<file path="config.mk">
export PLATFORM = sky130hd
export DESIGN_NAME = dual_duty_shaper
export DESIGN_NICKNAME = d
export VERILOG_FILES = /design/src/rtl/dds_pkg.sv /design/src/rtl/dds_ctrl.sv /design/src/rtl/dds_datapath.sv /design/src/rtl/dual_duty_shaper.sv
export SDC_FILE = /design/constraint.sdc
export NUM_CORES = 1
export LEC_CHECK = 0
export BUFFER_PORTS_ARGS = -buffer_cell sky130_fd_sc_hd__buf_2
export CAP_MARGIN = 10
export CORE_UTILIZATION = 58
export DETAILED_ROUTE_END_ITERATION = 16
export PLACE_DENSITY = 0.73
export SYNTH_ARGS = -nofsm -noshare
export SYNTH_HDL_FRONTEND = slang
export SYNTH_SLANG_ARGS = --single-unit
</file>
<file path="constraint.sdc">
create_clock -name clk -period 11.15 [get_ports clk]
set_input_delay 0.5575 -clock clk [delete_from_list [all_inputs] [get_ports clk]]
set_output_delay 0.5575 -clock clk [all_outputs]
set_load 0.1 [all_outputs]
</file>
<file path="src/rtl/dds_pkg.sv">
package dds_pkg;

  localparam int VOLT_W      = 14;
  localparam int VOLT_FRAC   = 8;
  localparam int DUTY_FRAC   = 12;
  localparam int RECIP_SHIFT = 24;
  localparam int NUM_RANGES  = 6;

  localparam int unsigned RANGE_LO_V [NUM_RANGES] = '{10, 12, 14, 16, 18, 21};

  localparam int unsigned BETA_Q12      = 3891;
  localparam int unsigned REF_RECIP_Q16 = 3277;

  typedef struct packed {
    logic capture;
    logic divStep;
    logic mulLoad;
    logic apply;
  } ctrlStrobes_t;

endpackage

</file>
<file path="src/rtl/dds_ctrl.sv">
module dds_ctrl
  import dds_pkg::*;
#(
  parameter int DIV_STEPS = RECIP_SHIFT + 1
) (
  input  logic         clk,
  input  logic         rstN,
  input  logic         startIn,
  input  logic         syncIn,
  output ctrlStrobes_t strobes,
  output logic         doneOut
);

  localparam int CNT_W = $clog2(DIV_STEPS + 1);

  typedef enum logic [1:0] {ST_IDLE, ST_DIV, ST_MUL} ctrlState_t;

  ctrlState_t state;
  logic [CNT_W-1:0] stepCnt;

  always_ff @(posedge clk) begin
    if (!rstN) begin
      state   <= ST_IDLE;
      stepCnt <= '0;
    end else if (startIn) begin
      state   <= ST_DIV;
      stepCnt <= '0;
    end else begin
      case (state)
        ST_DIV: begin
          if (stepCnt == CNT_W'(DIV_STEPS - 1)) begin
            state <= ST_MUL;
          end
          stepCnt <= stepCnt + 1'b1;
        end
        ST_MUL:  state <= ST_IDLE;
        default: state <= ST_IDLE;
      endcase
    end
  end

  always_comb begin
    strobes.capture = startIn;
    strobes.divStep = (state == ST_DIV) && !startIn;
    strobes.mulLoad = (state == ST_MUL) && !startIn;
    strobes.apply   = syncIn && doneOut;
  end

  always_ff @(posedge clk) begin
    if (!rstN) begin
      doneOut <= 1'b0;
    end else if (startIn) begin
      doneOut <= 1'b0;
    end else if (strobes.mulLoad) begin
      doneOut <= 1'b1;
    end else if (strobes.apply) begin
      doneOut <= 1'b0;
    end
  end

  // a start always withdraws the ready flag
  a_r10_start_clears_done: assert property (@(posedge clk) disable iff (!rstN)
    startIn |=> !doneOut);

  // a consumed result is no longer reported as ready
  a_r9_sync_consumes: assert property (@(posedge clk) disable iff (!rstN)
    (syncIn && doneOut) |=> !doneOut);

  // ready is raised only by the multiply cycle
  a_r7_done_from_mul: assert property (@(posedge clk) disable iff (!rstN)
    (!doneOut && !strobes.mulLoad) |=> !doneOut);

  // the step counter never runs past the reciprocal length
  a_r7_step_bound: assert property (@(posedge clk) disable iff (!rstN)
    (state == ST_DIV) |-> (stepCnt < CNT_W'(DIV_STEPS)));

endmodule

</file>
<file path="src/rtl/dds_datapath.sv">
module dds_datapath
  import dds_pkg::*;
#(
  parameter int VW     = VOLT_W,
  parameter int VF     = VOLT_FRAC,
  parameter int DF     = DUTY_FRAC,
  parameter int RSHIFT = RECIP_SHIFT,
  parameter int NR     = NUM_RANGES
) (
  input  logic         clk,
  input  logic         rstN,
  input  ctrlStrobes_t strobes,
  input  logic [VW-1:0] ctrlVal,
  input  logic [VW-1:0] supplyV,
  output logic [DF:0]  duty1Out,
  output logic [DF:0]  duty2Out
);

  localparam int DW   = DF + 1;
  localparam int RW   = RSHIFT + 1;
  localparam int PW   = VW + RW;
  localparam int SHR  = RSHIFT - DF;
  localparam int IDXW = (NR > 1) ? $clog2(NR) : 1;
  localparam logic [DW-1:0] DUTY_ONE = DW'(1 << DF);
  localparam logic [VW-1:0] VMIN_CODE = VW'(RANGE_LO_V[0] << VF);

  logic [VW-1:0] vsReg, remReg;
  logic [RW-1:0] quotReg;
  logic          firstStep;

  logic [VW-1:0] vsClamped;
  assign vsClamped = (supplyV < VMIN_CODE) ? VMIN_CODE : supplyV;

  // serial reciprocal: floor(2^RSHIFT / vsReg), one quotient bit per step
  logic [VW:0] trial, diff;
  logic        trialGe;
  always_comb begin
    trial   = {remReg, firstStep};
    trialGe = trial >= {1'b0, vsReg};
    diff    = trial - {1'b0, vsReg};
  end

  always_ff @(posedge clk) begin
    if (!rstN) begin
      vsReg     <= VMIN_CODE;
      remReg    <= '0;
      quotReg   <= '0;
      firstStep <= 1'b0;
    end else if (strobes.capture) begin
      vsReg     <= vsClamped;
      remReg    <= '0;
      quotReg   <= '0;
      firstStep <= 1'b1;
    end else if (strobes.divStep) begin
      remReg    <= trialGe ? diff[VW-1:0] : trial[VW-1:0];
      quotReg   <= {quotReg[RW-2:0], trialGe};
      firstStep <= 1'b0;
    end
  end

  // range comparators and per-range duty constants
  logic [NR-1:0] geVec;
  logic [DW-1:0] rangeDuty [NR];
  for (genvar g = 0; g < NR; g++) begin : g_range
    localparam logic [VW-1:0] LO_CODE = VW'(RANGE_LO_V[g] << VF);
    localparam longint RAW = (longint'(RANGE_LO_V[g]) * BETA_Q12 * REF_RECIP_Q16) >> 16;
    localparam longint CAPPED = (RAW > (longint'(1) << DF)) ? (longint'(1) << DF) : RAW;
    assign geVec[g]     = vsReg >= LO_CODE;
    assign rangeDuty[g] = DW'(CAPPED);
  end

  // linear search: the last range whose lower bound is met wins
  logic [IDXW-1:0] rangeIdx;
  always_comb begin
    rangeIdx = '0;
    for (int i = 0; i < NR; i++) begin
      if (geVec[i]) rangeIdx = IDXW'(i);
    end
  end

  // single multiply forming u * (1/vs), then saturation to 1.0
  logic [PW-1:0] prod, scaled;
  logic [DW-1:0] duty1Sat;
  always_comb begin
    prod     = {{RW{1'b0}}, ctrlVal} * {{VW{1'b0}}, quotReg};
    scaled   = prod >> SHR;
    duty1Sat = (scaled > PW'(DUTY_ONE)) ? DUTY_ONE : scaled[DW-1:0];
  end

  logic [DW-1:0] pend1, pend2;
  always_ff @(posedge clk) begin
    if (!rstN) begin
      pend1 <= '0;
      pend2 <= '0;
    end else if (strobes.mulLoad) begin
      pend1 <= duty1Sat;
      pend2 <= rangeDuty[rangeIdx];
    end
  end

  always_ff @(posedge clk) begin
    if (!rstN) begin
      duty1Out <= '0;
      duty2Out <= '0;
    end else if (strobes.apply) begin
      duty1Out <= pend1;
      duty2Out <= pend2;
    end
  end

  // outputs move only on an applying sync
  a_r8_hold_without_apply: assert property (@(posedge clk) disable iff (!rstN)
    !strobes.apply |=> ($stable(duty1Out) && $stable(duty2Out)));

  // stage-one duty never exceeds 1.0
  a_r6_duty1_bounded: assert property (@(posedge clk) disable iff (!rstN)
    duty1Out <= DUTY_ONE);

  // stage-two duty never exceeds 1.0
  a_r5_duty2_bounded: assert property (@(posedge clk) disable iff (!rstN)
    duty2Out <= DUTY_ONE);

  // the captured supply is never below the clamp floor
  a_r3_clamp_floor: assert property (@(posedge clk) disable iff (!rstN)
    strobes.capture |=> (vsReg >= VMIN_CODE));

endmodule

</file>
<file path="src/rtl/dual_duty_shaper.sv">
module dual_duty_shaper
  import dds_pkg::*;
(
  input  logic                 clk,
  input  logic                 rstN,
  input  logic                 startIn,
  input  logic [VOLT_W-1:0]    ctrlVal,
  input  logic [VOLT_W-1:0]    supplyV,
  input  logic                 syncIn,
  output logic [DUTY_FRAC:0]   duty1Out,
  output logic [DUTY_FRAC:0]   duty2Out,
  output logic                 doneOut
);

  ctrlStrobes_t strobes;

  dds_ctrl #(
    .DIV_STEPS(RECIP_SHIFT + 1)
  ) ctrl_i (
    .clk     (clk),
    .rstN    (rstN),
    .startIn (startIn),
    .syncIn  (syncIn),
    .strobes (strobes),
    .doneOut (doneOut)
  );

  dds_datapath #(
    .VW     (VOLT_W),
    .VF     (VOLT_FRAC),
    .DF     (DUTY_FRAC),
    .RSHIFT (RECIP_SHIFT),
    .NR     (NUM_RANGES)
  ) dp_i (
    .clk      (clk),
    .rstN     (rstN),
    .strobes  (strobes),
    .ctrlVal  (ctrlVal),
    .supplyV  (supplyV),
    .duty1Out (duty1Out),
    .duty2Out (duty2Out)
  );

endmodule

</file>
==> Word-level counts from Yosys, hierarchy flattened <==
Memories as Yosys holds them, arrays and structs flattened. A register that Yosys moved wholly into a read port is not among the register bits.
Index checks and enable logic that the tools add are counted.
{ "op_classes": {"n_addsub": 2, "mul": 1, "magnitude_cmp": 8, "n_eq_ne": 4, "n_mux": 15, "bitwise_logic": 3, "n_reduce_logical": 9} }
{ "op_table": {"columns": ["operator", "n"], "rows": [
  ["14-bit by 13-bit greater-or-equal comparator with 1-bit output (second input constant)", 3],
  ["14-bit by 25-bit multiplier with 39-bit output", 1],
  ["14-bit by 12-bit greater-or-equal comparator with 1-bit output (second input constant)", 2],
  ["14-bit two-way mux", 2],
  ["27-bit by 13-bit > comparator with 1-bit output (second input constant)", 1],
  ["15-bit by 14-bit greater-or-equal comparator with 1-bit output", 1],
  ["14-bit by 12-bit < comparator with 1-bit output (second input constant)", 1],
  ["14-bit subtractor", 1],
  ["13-bit two-way mux", 1],
  ["1-bit two-way mux", 8],
  ["3-bit two-way mux", 2],
  ["5-bit by 1-bit adder with 5-bit output (second input constant)", 1],
  ["5-bit equality test (second input constant)", 1],
  ["2-bit two-way mux", 2],
  ["3-bit inverter with 4-bit output", 1],
  ["2-bit nonzero test", 2],
  ["1-bit logical AND", 3],
  ["3-bit by 2-bit inequality test with 1-bit output (second input constant)", 1],
  ["3-bit OR reduction", 1],
  ["2-bit by 1-bit equality test with 1-bit output (second input constant)", 1],
  ["2-bit equality test (second input constant)", 1],
  ["1-bit logical NOT", 2],
  ["1-bit inverter", 2],
  ["2-bit OR reduction", 1]
]} }
{ "totals": {"ff_bits": 101, "rom_bits": 104, "inputBits": 32, "out_inout_bits": 27, "elab_cells": 54, "mem_count": 1} }
{ "memory_table": {"columns": ["memory", "depth", "width", "rd", "rd_clocked_by_memory_dff", "write_ports", "line_no", "rtl"], "rows": [
  ["(no name shown)", 8, 13, 1, 1, 0, "dds_datapath.sv:97", "pend2 <= rangeDuty[rangeIdx];"]
]} }

==> Logic depth before layout (Yosys ltp) <==
{ "logic_depth": {"depth_word": 7, "depth_mapped": 27, "mapped_depth_nobuf": 24} }

==> Modules after synthesis <==
From an unflattened synthesis, not the netlist that was laid out.
{ "hier_totals": {"cells_unflattened": 1896, "area_unflattened_um2": 16395.7} }
{ "by_module_without_submodules": {"columns": ["mod", "instances", "cells_per_inst", "area_per_inst_um2", "seq_area_each_um2"], "rows": [
  ["dds_datapath", 1, 1855, 16031.6, 2042.0],
  ["dds_ctrl", 1, 41, 364.1, 160.2]
]} }

==> Worst setup path after synthesis <==
No wires, ideal clock.
{ "synth_timing": {"kind": "input-to-reg", "start": "input port ctrlVal[7]", "end": "register dp_i.pend1[9]", "setup_ns": 0.069, "t_arrival_ns": 6.639, "required_ns": 11.081, "setup_slack_ns": 4.442, "stages": 24, "path_buffers": 3, "cell_sequence": "clkbuf_1 clkbuf_1 nand2_1 fa_1 fa_1 inv_1 fa_1 fa_1 fa_1 inv_1 fa_1 inv_1 ha_1 buf_2 a21oi_2 o2bb2ai_1 o22ai_1 o21ai_0 o21bai_2 a21oi_1 or4_4 a2111oi_4 or3b_1 o21ai_1"} }
{ "synth_between": {"elab_chain_cells": 3} }
{ "synth_rtl": {"columns": ["item", "line_no", "rtl"], "rows": [
  ["start, declared", "dual_duty_shaper.sv:7", "input logic [VOLT_W-1:0] ctrlVal,"],
  ["14-bit by 25-bit multiplier with 39-bit output *", "dds_datapath.sv:85", "prod = {{RW{1'b0}}, ctrlVal} * {{VW{1'b0}}, quotReg};"],
  ["27-bit by 13-bit > comparator with 1-bit output", "dds_datapath.sv:87", "duty1Sat = (scaled > PW'(DUTY_ONE)) ? DUTY_ONE : scaled[DW-1:0];"],
  ["13-bit two-way mux *", "dds_datapath.sv:87", null],
  ["end signal, assigned", "dds_datapath.sv:96", "pend1 <= duty1Sat;"],
  ["end, declared", "dds_datapath.sv:90", "logic [DW-1:0] pend1, pend2;"]
]} }
Mark *: on every way between the ends. The rest lies on a longest branch, timed or not.
A chain may end at the register's enable or synchronous reset.

==> Worst setup path after layout <==
{ "layout_timing": {"start": "register dp_i.quotReg[6]", "end": "register dp_i.pend1[9]"} }
{ "layout_between": {"elab_chain_cells": 3} }
{ "layout_rtl": {"columns": ["item", "line_no", "rtl"], "rows": [
  ["start, declared", "dds_datapath.sv:28", "logic [RW-1:0] quotReg;"],
  ["start signal, assigned", "dds_datapath.sv:56", "quotReg <= {quotReg[RW-2:0], trialGe};"],
  ["14-bit by 25-bit multiplier with 39-bit output *", "dds_datapath.sv:85", null],
  ["27-bit by 13-bit > comparator with 1-bit output", "dds_datapath.sv:87", null],
  ["13-bit two-way mux *", "dds_datapath.sv:87", null]
]} }
Marked as above.

==> results.md <==
* Total instance count after detailed placement at approximately 2,300
* Netlist Area Pre-Place at roughly 16,000 um2
* Post-cts repair resize count at 0
* Post-Route Setup TNS at 0 ps
* Remaining number of nets flagged by the antenna check after routing at 0
* I/O pin count at approximately 60
* Number of H-tree branching levels at 3
* Area overhead of the layout relative to synthesis at 4.52%
* Number of fillers in the final layout at approximately 2,500
* Die span in y at between 150 and 200 um
* EDFF count, synth at 0
* Final wirelength at between 30 and 40 mm
* Fraction of layout instances using a drive strength above 1 at 5.53%
* Number of buffers inserted to repair setup after CTS at 0
* FF-to-FF setup slack at 3600 ps
* Starting density of the core at approximately 59%
* Critical Path Fanout Max at 16
* Initial antenna violation count at 0
* Number of cells traversed by the worst register-to-register path at 24
* Die area at about 29,000 um2
* Setup repair after global routing missed its margin: false
* Syn Area/Cell at roughly 8.3 um2
* Clock Tree Root: sky130_fd_sc_hd__clkbuf_16
* Async SR Flop Fraction at 0%
* Number of buffers on the longest clock path at 2
* Detailed-routing iteration count for the pre-antenna-repair pass at 5
* Total area of sequential cells at ~2200 um2
* Pin count of the biggest net entering global routing at 38
* Total clock sinks at 110
* Type of destination of the critical path: flip-flop
* Vias per cell at between 5 and 6
* Static Leak at ~8.3 nW
* Nets in the synthesized netlist at 2,391
* Count of yosys warnings during synthesis at 0
* Number of unique standard cell types used by synthesis at between 70 and 80
* Gp weighted congestion at roughly 0.96
* CTS tree: yes
* Result of the run: finished clean
* Chip Width at roughly 170 um
* Endpoint of the worst hold-timing path: dp_i.vsReg[2]
* Hold Crit Start: supplyV[2]
* Final worst-path cycle share at just under 70%
* Startpoint-to-endpoint class of the critical path: reg -> reg
* HPWL after DPL at just over 30 mm
* Worst Skew at approximately 11 ps
* Fmax at approximately 130 MHz
* Min-Delay Path Class: in -> reg
* Number of instances in the synthesized netlist at roughly 2,000
* Worst hold slack across all endpoints at approximately 400 ps
* Placeable Area at 27,800 um2
* Max-slew violation count at 0
* Normalized max-slew margin at 33.9%
* Final count of hold timing violations at 0
* Core Rows at 61
* Remaining global-route overflow at 0
* Total global routing track utilization at between 20% and 30%
* Startpoint types: flip-flop
* DRC marker count from the first detailed-route iteration at ~900
* R2r startpoint: dp_i.quotReg[6]
* Area taken by multi-input logic gates at approximately 12,000 um2
* Cts bufs inserted at 9
* Overall power at between 0.9 and 1 mW
* Final net count at 2,357
* Post-Layout Cell Count at around 2,300
* Data arrival time at the worst-slack endpoint at 7830 ps
* Routed length per instance at between 15 and 20 um
* Fraction of the core area covered by cells at the end of the flow at between 60% and 70%
* Post-synth top flop: sky130_fd_sc_hd__dfxtp_1
* Share of the yosys chip area belonging to registers at a little over an eighth
* Placement Setup Slack at 3450 ps
* Minimum clock period at approximately 7500 ps
* Placed inst area at between 15,000 and 20,000 um2
* Number of global-route vias before repair at ~14,000
* Number of antenna repair diodes at 0
* Total power per unit cell area at roughly 55 nW/um2
* Final count of negative-setup-slack endpoints at 0
* Insertion delay to the later sink of the worst-skew pair at approximately 350 ps
* Post-route cell area at 17,100 um2
* Critical path required time at between 10,000 and 15,000 ps
* First-pass GRT wire length at roughly 67 mm
* Worst VDD drop at around 0.066 mV
* Max-Cap Viols at 0
* Register clock-pin slew on the reported worst setup and hold paths at around 80 ps
* Actual transition at the worst max-transition pin at 991 ps
* Count of input and output buffers at 57
* Worst setup margin at approximately 3600 ps
* Number of register bits inferred by synthesis at 110
* Hold buffer count at CTS at 0
* Remaining design rule violation count at 0
* Worst R2R End: dp_i.pend1[9]
* Via Count at around 13,000
* Hold Path Depth at 3
[state kept, by name (all words and copies together) (netlist names)]
| register | count |
|---|---|
| dp_i.pend2 | 11 |
| dp_i.vsReg | 14 |
| dp_i.duty1Out | 13 |
| dp_i.quotReg | 25 |
| ctrl_i.state | 2 |
| dp_i.duty2Out | 11 |
| dp_i.remReg | 14 |
| dp_i.firstStep | 1 |
| dp_i.pend1 | 13 |
| ctrl_i.stepCnt | 5 |
| ctrl_i.doneOut | 1 |
[per-layer routing]
metal | vias up | global-route usage [%] | wire, um
li1 | 6067 | - | -
met1 | 6475 | 37.1 | 16400
met2 | 353 | 52.1 | 19900
met3 | 82 | 3.05 | 1830
met4 | 0 | 9.01 | 1060
met5 | - | 0 | 0
[worst max path at each step]
stage / start / to / slack, ps / cells past startpoint
global route: dp_i.quotReg[6] / dp_i.pend1[9] / 3230 / 24
detailed placement: ctrlVal[2] / dp_i.pend1[9] / 3450 / 25
CTS: dp_i.quotReg[14] / dp_i.pend1[9] / 3630 / 21
finish: dp_i.quotReg[6] / dp_i.pend1[9] / 3600 / 24
global placement: ctrlVal[2] / dp_i.pend1[9] / 3540 / 25
floorplan: ctrlVal[7] / dp_i.pend1[9] / 4440 / 24
[kinds of logic after synthesis]
family	after synthesis	synth area share, %
muxes	16	0.992
xor gates and xnor gates	33	1.76
buffers and inverters	449	10.4
DFF	110	13.4
other	1	0.0229
adders and majority gates	394	42.6
and+or+nand+nor	673	19.4
AOI/OAI and AO/OA	289	11.4
[cell type report]
| type | instances | share of cell area, % |
|---|---|---|
| clock buffers | 9 | 1.31 |
| clock inverters | 7 | 0.752 |
| inverters | 340 | 7.45 |
| multi-input cells | 1406 | 72.9 |
| flip-flops and latches | 110 | 12.9 |
| well taps | 378 | 2.76 |
| repair buffers | 64 | 1.97 |
[critical path: stages, from the launching register on]
cell and delay (ps):
sky130_fd_sc_hd__dfxtp_1 580, sky130_fd_sc_hd__and2_1 290, sky130_fd_sc_hd__fa_1 500, sky130_fd_sc_hd__inv_1 50, sky130_fd_sc_hd__fa_1 470, sky130_fd_sc_hd__inv_1 50
sky130_fd_sc_hd__fa_1 490, sky130_fd_sc_hd__inv_1 50, sky130_fd_sc_hd__fa_1 530, sky130_fd_sc_hd__inv_1 50, sky130_fd_sc_hd__fa_1 470, sky130_fd_sc_hd__inv_1 50
sky130_fd_sc_hd__fa_1 470, sky130_fd_sc_hd__inv_1 40, sky130_fd_sc_hd__ha_1 300, sky130_fd_sc_hd__and4_1 230, sky130_fd_sc_hd__a211oi_2 60, sky130_fd_sc_hd__a211oi_2 690
sky130_fd_sc_hd__o21ai_1 200, sky130_fd_sc_hd__a2111oi_2 450, sky130_fd_sc_hd__o31a_1 190, sky130_fd_sc_hd__o31ai_1 110, sky130_fd_sc_hd__a2111oi_4 610, sky130_fd_sc_hd__or3b_1 400
sky130_fd_sc_hd__o21ai_1 110
[where the power goes]
group          internal (mW)  total (mW)  switching, mW
Combinational         0.0563       0.163          0.106
Clock                  0.223       0.381          0.158
Sequential             0.398       0.406        0.00806
Total                  0.678       0.950          0.272
[synth_stat cells, types with 15 or more instances]
cell / n / share of area [%]
sky130_fd_sc_hd__and2_1: 165 / 6.3
sky130_fd_sc_hd__clkbuf_1: 99 / 2.3
sky130_fd_sc_hd__xnor2_1: 24 / 1.3
sky130_fd_sc_hd__nand4_1: 15 / 0.57
sky130_fd_sc_hd__nand2_1: 354 / 8.1
sky130_fd_sc_hd__nand3_1: 26 / 0.79
sky130_fd_sc_hd__o21ai_1: 15 / 0.46
sky130_fd_sc_hd__nor2_1: 55 / 1.3
sky130_fd_sc_hd__fa_1: 273 / 33
sky130_fd_sc_hd__dfxtp_1: 110 / 13
sky130_fd_sc_hd__o21ai_0: 57 / 1.7
sky130_fd_sc_hd__ha_1: 121 / 9.2
sky130_fd_sc_hd__a21oi_1: 107 / 3.3
sky130_fd_sc_hd__inv_1: 340 / 7.8
[placed cells by master, fill, tap and decap left out, drive strengths merged, types with 26 or more instances in the layout]
master,n
a21oi,109
and2,165
buf,64
dfxtp,110
fa,273
ha,121
inv,342
nand2,354
nand3,26
nor2,55
o21ai,72
Power figures use the tool's default switching activity.
